[config.mk]
export PLATFORM = sky130hd
export DESIGN_NAME = clkdiv_bank
export DESIGN_NICKNAME = d
export VERILOG_FILES = /design/src/rtl/clkdiv_pkg.sv /design/src/rtl/clkdiv_counter.sv /design/src/rtl/clkdiv_regs.sv /design/src/rtl/clkdiv_bank.sv
export SDC_FILE = /design/constraint.sdc
export NUM_CORES = 1
export LEC_CHECK = 0
export BUFFER_PORTS_ARGS = -buffer_cell sky130_fd_sc_hd__buf_2
export CORE_MARGIN = 2
export CORE_UTILIZATION = 40
export CTS_CLUSTER_SIZE = 24
export DETAILED_ROUTE_END_ITERATION = 8
export PLACE_DENSITY = 0.62
export SYNTH_ARGS = -nofsm -noshare
export SYNTH_HDL_FRONTEND = slang
export SYNTH_SLANG_ARGS = --single-unit
export TNS_END_PERCENT = 50
[constraint.sdc]
create_clock -name clk -period 3.34 [get_ports clk]
set_input_delay 1.002 -clock clk [delete_from_list [all_inputs] [get_ports clk]]
set_output_delay 1.002 -clock clk [all_outputs]
set_load 0.03 [all_outputs]
[src/rtl/clkdiv_pkg.sv]
package clkdiv_pkg;

  localparam int ADDR_W = 6;
  localparam int IDX_W  = 4;

  typedef enum logic [1:0] {
    PG_CTRL   = 2'd0,
    PG_STAGE  = 2'd1,
    PG_ACTIVE = 2'd2,
    PG_NONE   = 2'd3
  } page_e;

  localparam logic [IDX_W-1:0] IX_CMD = 4'd0;
  localparam logic [IDX_W-1:0] IX_CHG = 4'd1;
  localparam logic [IDX_W-1:0] IX_ALN = 4'd2;

  function automatic page_e addr_page(input logic [ADDR_W-1:0] a);
    return page_e'(a[ADDR_W-1 -: 2]);
  endfunction

  function automatic logic [IDX_W-1:0] addr_index(input logic [ADDR_W-1:0] a);
    return a[IDX_W-1:0];
  endfunction

endpackage

[src/rtl/clkdiv_counter.sv]
module clkdiv_counter #(
  parameter int RATIO_W = 8
) (
  input  logic               clk,
  input  logic               rst_n,
  input  logic [RATIO_W-1:0] ratio,
  input  logic               restart,
  output logic               en
);

  logic [RATIO_W-1:0] cnt_q;

  // next count: wrap to zero once the limit is reached or exceeded
  function automatic logic [RATIO_W-1:0] step(input logic [RATIO_W-1:0] cnt,
                                              input logic [RATIO_W-1:0] lim);
    return (cnt >= lim) ? '0 : cnt + 1'b1;
  endfunction

  always_ff @(posedge clk or negedge rst_n) begin
    if (!rst_n)       cnt_q <= '0;
    else if (restart) cnt_q <= '0;
    else              cnt_q <= step(cnt_q, ratio);
  end

  assign en = (cnt_q == '0);

endmodule

[src/rtl/clkdiv_regs.sv]
module clkdiv_regs
  import clkdiv_pkg::*;
#(
  parameter int NUM_OUT   = 4,
  parameter int RATIO_W   = 8,
  parameter int DATA_W    = 16,
  parameter int BUSY_CYC  = 6,
  parameter int RST_RATIO = 0
) (
  input  logic                       clk,
  input  logic                       rst_n,
  input  logic                       wr_en,
  input  logic [ADDR_W-1:0]          wr_addr,
  input  logic [DATA_W-1:0]          wr_data,
  input  logic [ADDR_W-1:0]          rd_addr,
  output logic [DATA_W-1:0]          rd_data,
  output logic [NUM_OUT*RATIO_W-1:0] active_flat,
  output logic [NUM_OUT*RATIO_W-1:0] staged_flat,
  output logic [NUM_OUT-1:0]         restart,
  output logic [NUM_OUT-1:0]         chg,
  output logic [NUM_OUT-1:0]         aln,
  output logic                       busy,
  output logic                       commit
);

  localparam int BC_W = (BUSY_CYC < 2) ? 1 : $clog2(BUSY_CYC);
  localparam logic [BC_W-1:0] BC_LOAD = BC_W'(BUSY_CYC - 1);
  localparam logic [RATIO_W-1:0] R_INIT = RATIO_W'(RST_RATIO);

  function automatic logic differs(input logic [RATIO_W-1:0] a,
                                   input logic [RATIO_W-1:0] b);
    return a != b;
  endfunction

  page_e            wpg, rpg;
  logic [IDX_W-1:0] widx, ridx;
  logic             go_write, aln_write, busy_done;
  logic [BC_W-1:0]  bcnt_q;
  logic [RATIO_W-1:0] wr_ratio;

  assign wpg      = addr_page(wr_addr);
  assign widx     = addr_index(wr_addr);
  assign rpg      = addr_page(rd_addr);
  assign ridx     = addr_index(rd_addr);
  assign wr_ratio = wr_data[RATIO_W-1:0];

  assign go_write  = wr_en && (wpg == PG_CTRL) && (widx == IX_CMD) && wr_data[0];
  assign aln_write = wr_en && (wpg == PG_CTRL) && (widx == IX_ALN);
  assign commit    = go_write && !busy;
  assign busy_done = busy && (bcnt_q == '0);
  assign restart   = commit ? aln : '0;

  // busy sequencer
  always_ff @(posedge clk or negedge rst_n) begin
    if (!rst_n) begin
      busy   <= 1'b0;
      bcnt_q <= '0;
    end else if (commit) begin
      busy   <= 1'b1;
      bcnt_q <= BC_LOAD;
    end else if (busy_done) begin
      busy   <= 1'b0;
    end else if (busy) begin
      bcnt_q <= bcnt_q - 1'b1;
    end
  end

  always_ff @(posedge clk or negedge rst_n) begin
    if (!rst_n)         aln <= '0;
    else if (aln_write) aln <= wr_data[NUM_OUT-1:0];
  end

  logic [RATIO_W-1:0] staged_q [NUM_OUT];
  logic [RATIO_W-1:0] active_q [NUM_OUT];

  for (genvar k = 0; k < NUM_OUT; k++) begin : g_slot
    logic hit;
    logic chg_q;
    assign hit = wr_en && (wpg == PG_STAGE) && (widx == IDX_W'(k)) && !busy;

    always_ff @(posedge clk or negedge rst_n) begin
      if (!rst_n) begin
        staged_q[k] <= R_INIT;
        active_q[k] <= R_INIT;
        chg_q       <= 1'b0;
      end else begin
        if (hit) begin
          staged_q[k] <= wr_ratio;
          chg_q       <= differs(wr_ratio, active_q[k]);
        end
        if (commit && chg_q) active_q[k] <= staged_q[k];
        if (busy_done)       chg_q       <= 1'b0;
      end
    end

    assign chg[k] = chg_q;
    assign active_flat[k*RATIO_W +: RATIO_W] = active_q[k];
    assign staged_flat[k*RATIO_W +: RATIO_W] = staged_q[k];
  end

  always_comb begin
    rd_data = '0;
    unique case (rpg)
      PG_CTRL: begin
        if (ridx == IX_CMD) rd_data[0]         = busy;
        if (ridx == IX_CHG) rd_data[NUM_OUT-1:0] = chg;
        if (ridx == IX_ALN) rd_data[NUM_OUT-1:0] = aln;
      end
      PG_STAGE: begin
        for (int k = 0; k < NUM_OUT; k++)
          if (ridx == IDX_W'(k)) rd_data[RATIO_W-1:0] = staged_q[k];
      end
      PG_ACTIVE: begin
        for (int k = 0; k < NUM_OUT; k++)
          if (ridx == IDX_W'(k)) rd_data[RATIO_W-1:0] = active_q[k];
      end
      default: rd_data = '0;
    endcase
  end

endmodule

[src/rtl/clkdiv_bank.sv]
module clkdiv_bank
  import clkdiv_pkg::*;
#(
  parameter int NUM_OUT   = 4,
  parameter int RATIO_W   = 8,
  parameter int DATA_W    = 16,
  parameter int BUSY_CYC  = 6,
  parameter int RST_RATIO = 0
) (
  input  logic                clk,
  input  logic                rst_n,
  input  logic                wr_en,
  input  logic [ADDR_W-1:0]   wr_addr,
  input  logic [DATA_W-1:0]   wr_data,
  input  logic [ADDR_W-1:0]   rd_addr,
  output logic [DATA_W-1:0]   rd_data,
  output logic [NUM_OUT-1:0]  div_en
);

  logic [NUM_OUT*RATIO_W-1:0] active_flat;
  logic [NUM_OUT*RATIO_W-1:0] staged_flat;
  logic [NUM_OUT-1:0]         restart;
  logic [NUM_OUT-1:0]         chg;
  logic [NUM_OUT-1:0]         aln;
  logic                       busy;
  logic                       commit;

  clkdiv_regs #(
    .NUM_OUT(NUM_OUT), .RATIO_W(RATIO_W), .DATA_W(DATA_W),
    .BUSY_CYC(BUSY_CYC), .RST_RATIO(RST_RATIO)
  ) u_regs (
    .clk(clk), .rst_n(rst_n),
    .wr_en(wr_en), .wr_addr(wr_addr), .wr_data(wr_data),
    .rd_addr(rd_addr), .rd_data(rd_data),
    .active_flat(active_flat), .staged_flat(staged_flat),
    .restart(restart), .chg(chg), .aln(aln),
    .busy(busy), .commit(commit)
  );

  for (genvar k = 0; k < NUM_OUT; k++) begin : g_div
    clkdiv_counter #(.RATIO_W(RATIO_W)) u_cnt (
      .clk(clk), .rst_n(rst_n),
      .ratio(active_flat[k*RATIO_W +: RATIO_W]),
      .restart(restart[k]),
      .en(div_en[k])
    );
  end

endmodule

==> results.cfg, run 1 <==
[finish]
multi_input_area_sq_um = 3780
fillerInstances = 1546
antenna_cells = 0
mostFrequentLayoutCell = dfrtp_1
nets = 724
regArea_sq_um = 2700
fin_cells = 872
layout_common_cells = dfrtp_1 (108), mux2_2 (51), ha_1 (43)
layout-area-overhead-vs-synth_pct = 15.2
drive_gt1_frac = 0.305

[routing]
antenna_left = 0
drc = 0
initialDrtViolationCount = 257
first_pass_iters = 4
postRouteWirelength_um = 16000
vias = 4665
wl_per_cell_um = 18.3
vias_per_cell = 5.35

[timing]
rsz0062_at_grt = true
whs_ps = 502
final.min_clock_period_ps = 3370
fmax_mhz = 297
hold_viol = 0
setup_viol = 1
layout_setup_ws_ps = -27.2
fin_worst_skew_ps = 8.09
fin_crit_sh = 1.01
max_slew_margin = 0.541
worst_slew_pin_slew_ps = 689
maxSlewViolCount = 0

[critical_path]
reg2reg_depth = 5
crit_type = primary input to output port
critPathCapture = rd_data[1]
reg2reg_to = g_div[2].u_cnt.cnt_q[6]$_DFF_PN0_
slowest_stage = or4b_4
crit_fanout = 3
rrSetupSlack_ps = 1140
reg2reg_from = u_regs.busy$_DFFE_PN0P_
path_depth = 7
path_cells = buf_4 -> ha_2 -> or4b_4 -> a21oi_4 -> o21ai_2 -> o2111ai_2 -> buf_6
crit_family = simple AND/OR/NAND/NOR gates
crit_arrival_ps = 2370
cp.required_ps = 2340
crit_path_end_kind = output port
cp_num_buf_inv = 2
critPathLaunch = rd_addr[4]
slowest_delay_ps = 520
startpoint_type = primary input

[grt]
first_global_vias = 4911
grt_pass1_wl_um = 26400
grt_max_degree = 50
overflow = 0
grt_usage = 0.190
antenna_found_initial = 0

[synthesis]
synth-edff-count = 0
syn_inst = 600
avgSynthCellArea_sq_um = 11.2
ys_warn_count = 0
synth.distinct_cells = 50
syn_area_sq_um = 6700
ys_seq_elements = 108
seq_area_frac_synth = 0.403
ys.flop_type = dfrtp_1
async_reset_ff_frac = 1.00

[clock_tree]
cts_root_buf = clkbuf_16
clkLatencyLatePin_ps = 360
cts_hold_buf = 0
clkSlewWorstSetupHoldPaths_ps = 70
cts_buffers = 9
htree_levels = 3
clockBufferDepth = 2
cts_tree = built
cts.sinks = 108

[floorplan]
ios = 51
start_util = 0.407
core-area_sq_um = 16500
die_h_um = 133
die_x_um = 133
rows = 47
dieArea_sq_um = 17800

[power]
p_leak_nw = 3.48
ir_drop_uv = 269
p_per_area_nw_per_um2 = 372

[placement]
dp_hpwl_um = 12300
port_buffers = 34
place_congestion = 0.925
dp.cells = 853

[worst_hold_path]
hp-class = flip-flop to flip-flop

[run]
cap_violations = 0

[status]
outcome = complete, but fails checks
violations = negative setup slack
per-layer routing:
layer | share of wire | vias up | global-route usage | wire (um)
li1 | - | 2221 | - | -
met1 | 0.46 | 2330 | 0.260 | 7400
met2 | 0.47 | 95 | 0.310 | 7550
met3 | 0.048 | 19 | 0.0396 | 775
met4 | 0.017 | 0 | 0.0479 | 271
met5 | 0 | - | 0 | 0
cells in the mapped netlist, drive strengths merged (3+ instances only):
master,instances,share of area
nand2,10,0.015
or4b,7,0.011
nor4,4,0.0037
a21oi,5,0.0037
mux2,83,0.16
nor3,30,0.024
mux2i,10,0.015
nor2b,5,0.0047
inv,43,0.024
nor2,26,0.015
and2,9,0.0084
ha,46,0.086
o22ai,15,0.014
dfrtp,108,0.40
buf,25,0.026
a22oi,3,0.0034
nand4,12,0.011
xnor2,37,0.048
and3,8,0.0075
a211oi,11,0.012
clkbuf,8,0.0045
xor2,20,0.026
a211o,6,0.0078
nand3,23,0.017
o21ai,17,0.013
nand2b,3,0.0028
nor3b,9,0.010
area by class of cell:
type                    instances  area share
flip-flops and latches        108       0.350
clock buffers                   9      0.0292
multi-input cells             423       0.490
inverters                      43      0.0212
clock inverters                 7     0.00892
repair buffers                 62      0.0645
well taps                     220      0.0357
worst min-delay path by stage:
stage | depth (start not counted) | to | from | slack (ps)
after floorplan | 1 | u_regs.bcnt_q[2]$_DFFE_PN0P_ | u_regs.bcnt_q[2]$_DFFE_PN0P_ | 460
after global placement | 1 | u_regs.bcnt_q[2]$_DFFE_PN0P_ | u_regs.bcnt_q[2]$_DFFE_PN0P_ | 470
after detailed placement | 1 | u_regs.bcnt_q[2]$_DFFE_PN0P_ | u_regs.bcnt_q[2]$_DFFE_PN0P_ | 490
after global routing | 1 | u_regs.bcnt_q[2]$_DFFE_PN0P_ | u_regs.bcnt_q[2]$_DFFE_PN0P_ | 530
after CTS | 1 | u_regs.bcnt_q[2]$_DFFE_PN0P_ | u_regs.bcnt_q[2]$_DFFE_PN0P_ | 510
final | 1 | u_regs.bcnt_q[2]$_DFFE_PN0P_ | u_regs.bcnt_q[2]$_DFFE_PN0P_ | 500
registers in the layout, indices dropped and copies added, names as in the netlist:
register and count:
u_regs.bcnt_q 3, u_regs.busy 1, u_regs.staged_flat 32, g_div.u_cnt.cnt_q 32
u_regs.aln 4, u_regs.g_slot.chg_q 4, u_regs.active_flat 32
through the flow:
stage	setup WS, ps	setup TNS (ps)	total power [mW]	utilization	cell area (sq um)
2_1_floorplan	-27.3	-34.6	1.69	-	6750
3_3_place_gp	-177	-876	1.81	0.437	7200
3_5_place_dp	-265	-1390	1.82	0.437	7200
4_1_cts	-21.9	-33.7	2.89	0.461	7590
5_1_grt	-82.7	-94.6	2.99	0.469	7720
6_report	-27.2	-27.2	2.87	0.469	7720
report_power, final:
part / internal, mW / leakage, nW / switching [mW]
clock network: 0.524 / 0.137 / 0.524
logic: 0.173 / 1.87 / 0.190
registers: 1.38 / 1.48 / 0.0774
total: 2.08 / 3.48 / 0.792
worst reg2reg max path, delay by kind of cell, from the launching register on:
kind	cells	cell delay, ps
buf+inv	1	260
flops	1	450
simple gates	4	1380
cells by family after synthesis:
| kind of cell | count (synthesis) | share of synthesized area |
|---|---|---|
| buffers and inverters | 76 | 0.0545 |
| other | 1 | 0.000560 |
| AOI/OAI and AO/OA | 63 | 0.0616 |
| xor gates and xnor gates | 57 | 0.0745 |
| adders and majority gates | 46 | 0.0859 |
| DFF | 108 | 0.403 |
| and+or+nand+nor | 155 | 0.144 |
| muxes | 94 | 0.176 |
timing repair:
item | in CTS | in global routing
gates cloned | 0 | 1
pin swaps | 4 | 9
endpoints found under the setup margin | 8 | 8
setup buffers | 1 | 1
gates resized for setup | 29 | 22
(Power assumes the default switching activity.)
==> run 2: changes to the inputs <==
Settings changed: GPL_TIMING_DRIVEN set to 0.
==> run 2 against run 1 <==
Combinational power down 4%. Wire length down 1.3%. Highest routed layer unchanged. Clock-buffer cell count unchanged. Non-clock buffer count down 1. Sequential share of layout area up 0.17 points. The flow still finishes with violations (negative setup slack). Core utilization down 0.23 points. Critical path type unchanged. Die area unchanged. Register-to-register slack better by 80 ps. Via count down 0.99%. Clock skew up 7.3 ps.
==> results.cfg, run 2 (synthesis gave the netlist of run 1 again) <==
[status]
outcome = complete, but fails checks
violations = negative setup slack

[critical_path]
crit_path_end_kind = output port
startpoint_type = primary input
cp.required_ps = 2340
crit_type = primary input to output port
crit_arrival_ps = 2350
rrSetupSlack_ps = 1220
crit_fanout = 10

[floorplan]
die_h_um = 133
rows = 47
die_x_um = 133
core-area_sq_um = 16500
start_util = 0.407
dieArea_sq_um = 17800
ios = 51

[timing]
final.min_clock_period_ps = 3350
layout_setup_ws_ps = -8.70
hold_viol = 0
max_slew_margin = 0.401
fin_worst_skew_ps = 15.4
rsz0062_at_grt = true
whs_ps = 503
setup_viol = 1
fmax_mhz = 299
maxSlewViolCount = 0
fin_crit_sh = 1.00
worst_slew_pin_slew_ps = 898

[finish]
layout-area-overhead-vs-synth_pct = 14.6
fin_cells = 872
drive_gt1_frac = 0.287
fin_area_sq_um = 7680
fillerInstances = 1529
mostFrequentLayoutCell = dfrtp_1
antenna_cells = 0
nets = 724
layout_common_cells = dfrtp_1 (108), mux2_2 (51), ha_1 (43)
post-route-util = 0.466

[routing]
initialDrtViolationCount = 278
first_pass_iters = 4
drc = 0
vias_per_cell = 5.30
antenna_left = 0
vias = 4619
wl_per_cell_um = 18.1
postRouteWirelength_um = 15800

[placement]
dp_hpwl_um = 11800
dp.cells = 852
port_buffers = 24
place_area_sq_um = 7160
place_congestion = 0.859

[grt]
met3_usage = 0.0407
grt_usage = 0.188
antenna_found_initial = 0
grt_use_met1 = 0.264
grt_max_degree = 70
first_global_vias = 4796
grtUsageMet2 = 0.294
grt_pass1_wl_um = 25900
overflow = 0
grt.busiest_layer = met2

[clock_tree]
htree_levels = 3
clockBufferDepth = 2
cts.sinks = 108
cts_buffers = 9
cts_root_buf = clkbuf_16
clkSlewWorstSetupHoldPaths_ps = 80
cts_tree = built
clkLatencyLatePin_ps = 360

[worst_hold_path]
hp-class = flip-flop to flip-flop

[power]
ir_drop_uv = 286
p_per_area_nw_per_um2 = 383
p_leak_nw = 3.47

[run]
cap_violations = 0
run 2: cell types whose count changed in the layout (fill, tap and decap cells not counted), moves of 2 or more:
| cell | change |
|---|---|
| clkinvlp_4 | -2 |
| o22ai_2 | -2 |
| buf_4 | -6 |
| buf_6 | -3 |
| clkbuf_1 | +7 |
| o22ai_1 | +2 |
run 2: stage by stage:
stage / setup slack [ps] / TNS, ps / total power, mW
6_report: -8.70 / -8.70 / 2.94
5_1_grt: -20.9 / -55.7 / 3.07
4_1_cts: 0.476 / 0 / 2.96
3_5_place_dp: -383 / -1940 / 1.81
3_3_place_gp: -405 / -1900 / 1.79
2_1_floorplan: -27.3 / -34.6 / 1.69
run 2: cell type report:
type / instances / area [sq um] / share of cell area
clock buffer: 9 / 225 / 0.0293
tap: 220 / 275 / 0.0358
multi-input combinational: 424 / 3780 / 0.493
inverter: 43 / 166 / 0.0217
clock inverter: 7 / 92.6 / 0.0121
buffer: 32 / 223 / 0.0290
sequential: 108 / 2700 / 0.352
timing repair buffer: 29 / 210 / 0.0274
run 2: timing repair:
action                     CTS  global route
resized for setup           30            18
setup endpoints to repair    8             8
hold endpoints to repair     0             0
buffers inserted             4             0
pin swaps                    6             3
cloned                       1             0
hold buffers                 0             0
run 2: metal layers:
metal / part of all wire / up-vias / routed length (um)
li1: - / 2204 / -
met1: 0.47 / 2288 / 7480
met2: 0.46 / 106 / 7240
met3: 0.049 / 21 / 773
met4: 0.018 / 0 / 291
met5: 0 / - / 0
run 2: worst max-delay path, cell delays in order:
cell and delay, ps:
buf_4 170, mux4_2 530, a32oi_1 320, o22ai_2 130, buf_2 190
run 2: worst paths after layout:
path	from	end	cells after the start
min reg2reg	u_regs.bcnt_q[2]$_DFFE_PN0P_	u_regs.bcnt_q[2]$_DFFE_PN0P_	1
max in group asynchronous	rst_n	g_div[1].u_cnt.cnt_q[6]$_DFF_PN0_	2
max	rd_addr[0]	rd_data[0]	5
min in group asynchronous	rst_n	g_div[3].u_cnt.cnt_q[4]$_DFF_PN0_	1
min	u_regs.bcnt_q[2]$_DFFE_PN0P_	u_regs.bcnt_q[2]$_DFFE_PN0P_	1
max reg2reg	u_regs.busy$_DFFE_PN0P_	g_div[3].u_cnt.cnt_q[2]$_DFF_PN0_	6
run 2: power breakdown:
part / internal (mW) / total, mW / switching, mW
clock network: 0.602 / 1.14 / 0.536
registers: 1.38 / 1.46 / 0.0749
logic: 0.166 / 0.349 / 0.184
==> run 3: changes to the inputs <==
Settings changed: PLACE_DENSITY 0.62 to 0.64, SLEW_MARGIN set to 10.
Clock period 3.34 ns to 3 ns, I/O delays scaled along.
==> run 3 against run 2 <==
The flow still finishes with violations (negative setup slack). First-iteration DRC count down 1.1%. Register-to-register slack worse by 340 ps. Core utilization up 1.3 points. Via count up 3.3%. Sequential share of layout area down 0.84 points. Global-route usage about the same. Clock power up 9%. Sequential cell count unchanged. Clock-buffer cell count up 1. Critical path type unchanged. Critical endpoint unchanged.
==> results.cfg, run 3 (synthesis gave the netlist of run 1 again) <==
[status]
outcome = complete, but fails checks
violations = negative setup slack

[placement]
port_buffers = 24
place_ws_ps = -381
dp.cells = 852
dp_hpwl_um = 12000
place_area_sq_um = 7220
place_congestion = 0.944

[grt]
first_global_vias = 4926
antenna_found_initial = 0
grt_max_degree = 79
grt_usage = 0.188
overflow = 0
grt_pass1_wl_um = 26000

[critical_path]
startpoint_type = primary input
reg2reg_to = g_div[3].u_cnt.cnt_q[3]$_DFF_PN0_
rrSetupSlack_ps = 880
crit_type = primary input to output port
cp.required_ps = 2100
crit_arrival_ps = 2230
crit_fanout = 10
reg2reg_depth = 6
crit_path_end_kind = output port
reg2reg_from = u_regs.busy$_DFFE_PN0P_

[finish]
drive_gt1_frac = 0.321
fin_area_sq_um = 7890
antenna_cells = 0
layout_common_cells = dfrtp_1 (102), mux2_2 (51), ha_1 (43)
post-route-util = 0.479
fin_cells = 880
mostFrequentLayoutCell = dfrtp_1
nets = 732
layout-area-overhead-vs-synth_pct = 17.7

[timing]
layout_setup_ws_ps = -130
maxSlewViolCount = 0
max_slew_margin = 0.522
fin_tns_setup_ps = -358
worst_slew_pin_slew_ps = 717
hold_viol = 0
fin_worst_skew_ps = 8.38
rsz0062_at_grt = true
fmax_mhz = 319
whs_ps = 416
fin_crit_sh = 1.04
final.min_clock_period_ps = 3130
setup_viol = 6

[routing]
drc = 0
vias = 4772
vias_per_cell = 5.42
wl_per_cell_um = 18.5
postRouteWirelength_um = 16300
initialDrtViolationCount = 275
antenna_left = 0
first_pass_iters = 4

[floorplan]
start_util = 0.407
core-area_sq_um = 16500
die_x_um = 133
dieArea_sq_um = 17800
die_h_um = 133
ios = 51
rows = 47

[clock_tree]
htree_levels = 3
clkSlewWorstSetupHoldPaths_ps = 80
clockBufferDepth = 2
cts_root_buf = clkbuf_16
cts.sinks = 108
cts_buffers = 9
cts_tree = built
clkLatencyLatePin_ps = 360

[power]
p_per_area_nw_per_um2 = 416
total_power_mw = 3.28
ir_drop_uv = 279
p_leak_nw = 3.55

[worst_hold_path]
hp-class = primary input to asynchronous set/reset pin

[run]
cap_violations = 0
-- run 3: what timing repair did --
action	in CTS	in global routing
pin swaps	12	10
buffers inserted	4	9
endpoints found under the setup margin	12	12
hold buffers	0	0
resized for setup	61	19
cloned	1	0
-- run 3: worst max path at each step --
stage | start | end | slack, ps | cells after the start
final | rd_addr[0] | rd_data[0] | -130 | 5
after global routing | rd_addr[5] | rd_data[1] | -140 | 7
after CTS | rd_addr[5] | rd_data[1] | -140 | 8
after detailed placement | rd_addr[4] | rd_data[1] | -380 | 8
after global placement | rd_addr[4] | rd_data[1] | -330 | 8
after floorplan | rd_addr[4] | rd_data[1] | 5 | 5
-- run 3: power breakdown --
group / internal [mW] / switching [mW] / total, mW
Combinational: 0.204 / 0.215 / 0.419
Clock: 0.678 / 0.559 / 1.24
Sequential: 1.54 / 0.0858 / 1.62
Total: 2.42 / 0.860 / 3.28
-- run 3: area by class of cell --
cell class | instances | area, sq um
flip-flops and latches | 108 | 2710
plain buffers | 31 | 226
inverters | 43 | 176
clock inverters | 6 | 70.1
clock buffers | 10 | 239
multi-input cells | 424 | 3850
well taps | 220 | 275
fillers | 1507 | 8580
repair buffers | 38 | 340
-- run 3: critical path, cell delays in order --
cell and delay [ps]:
buf_4 180, mux4_2 530, a32oi_1 320, o22ai_2 110, buf_2 190
-- run 3: per-layer routing --
metal | vias up | track usage | part of all wire | wire length, um
met5 | - | 0 | 0 | 0
met4 | 0 | 0.0561 | 0.014 | 224
met3 | 16 | 0.0240 | 0.050 | 809
met2 | 112 | 0.317 | 0.48 | 7840
met1 | 2403 | 0.253 | 0.45 | 7380
li1 | 2241 | - | - | -
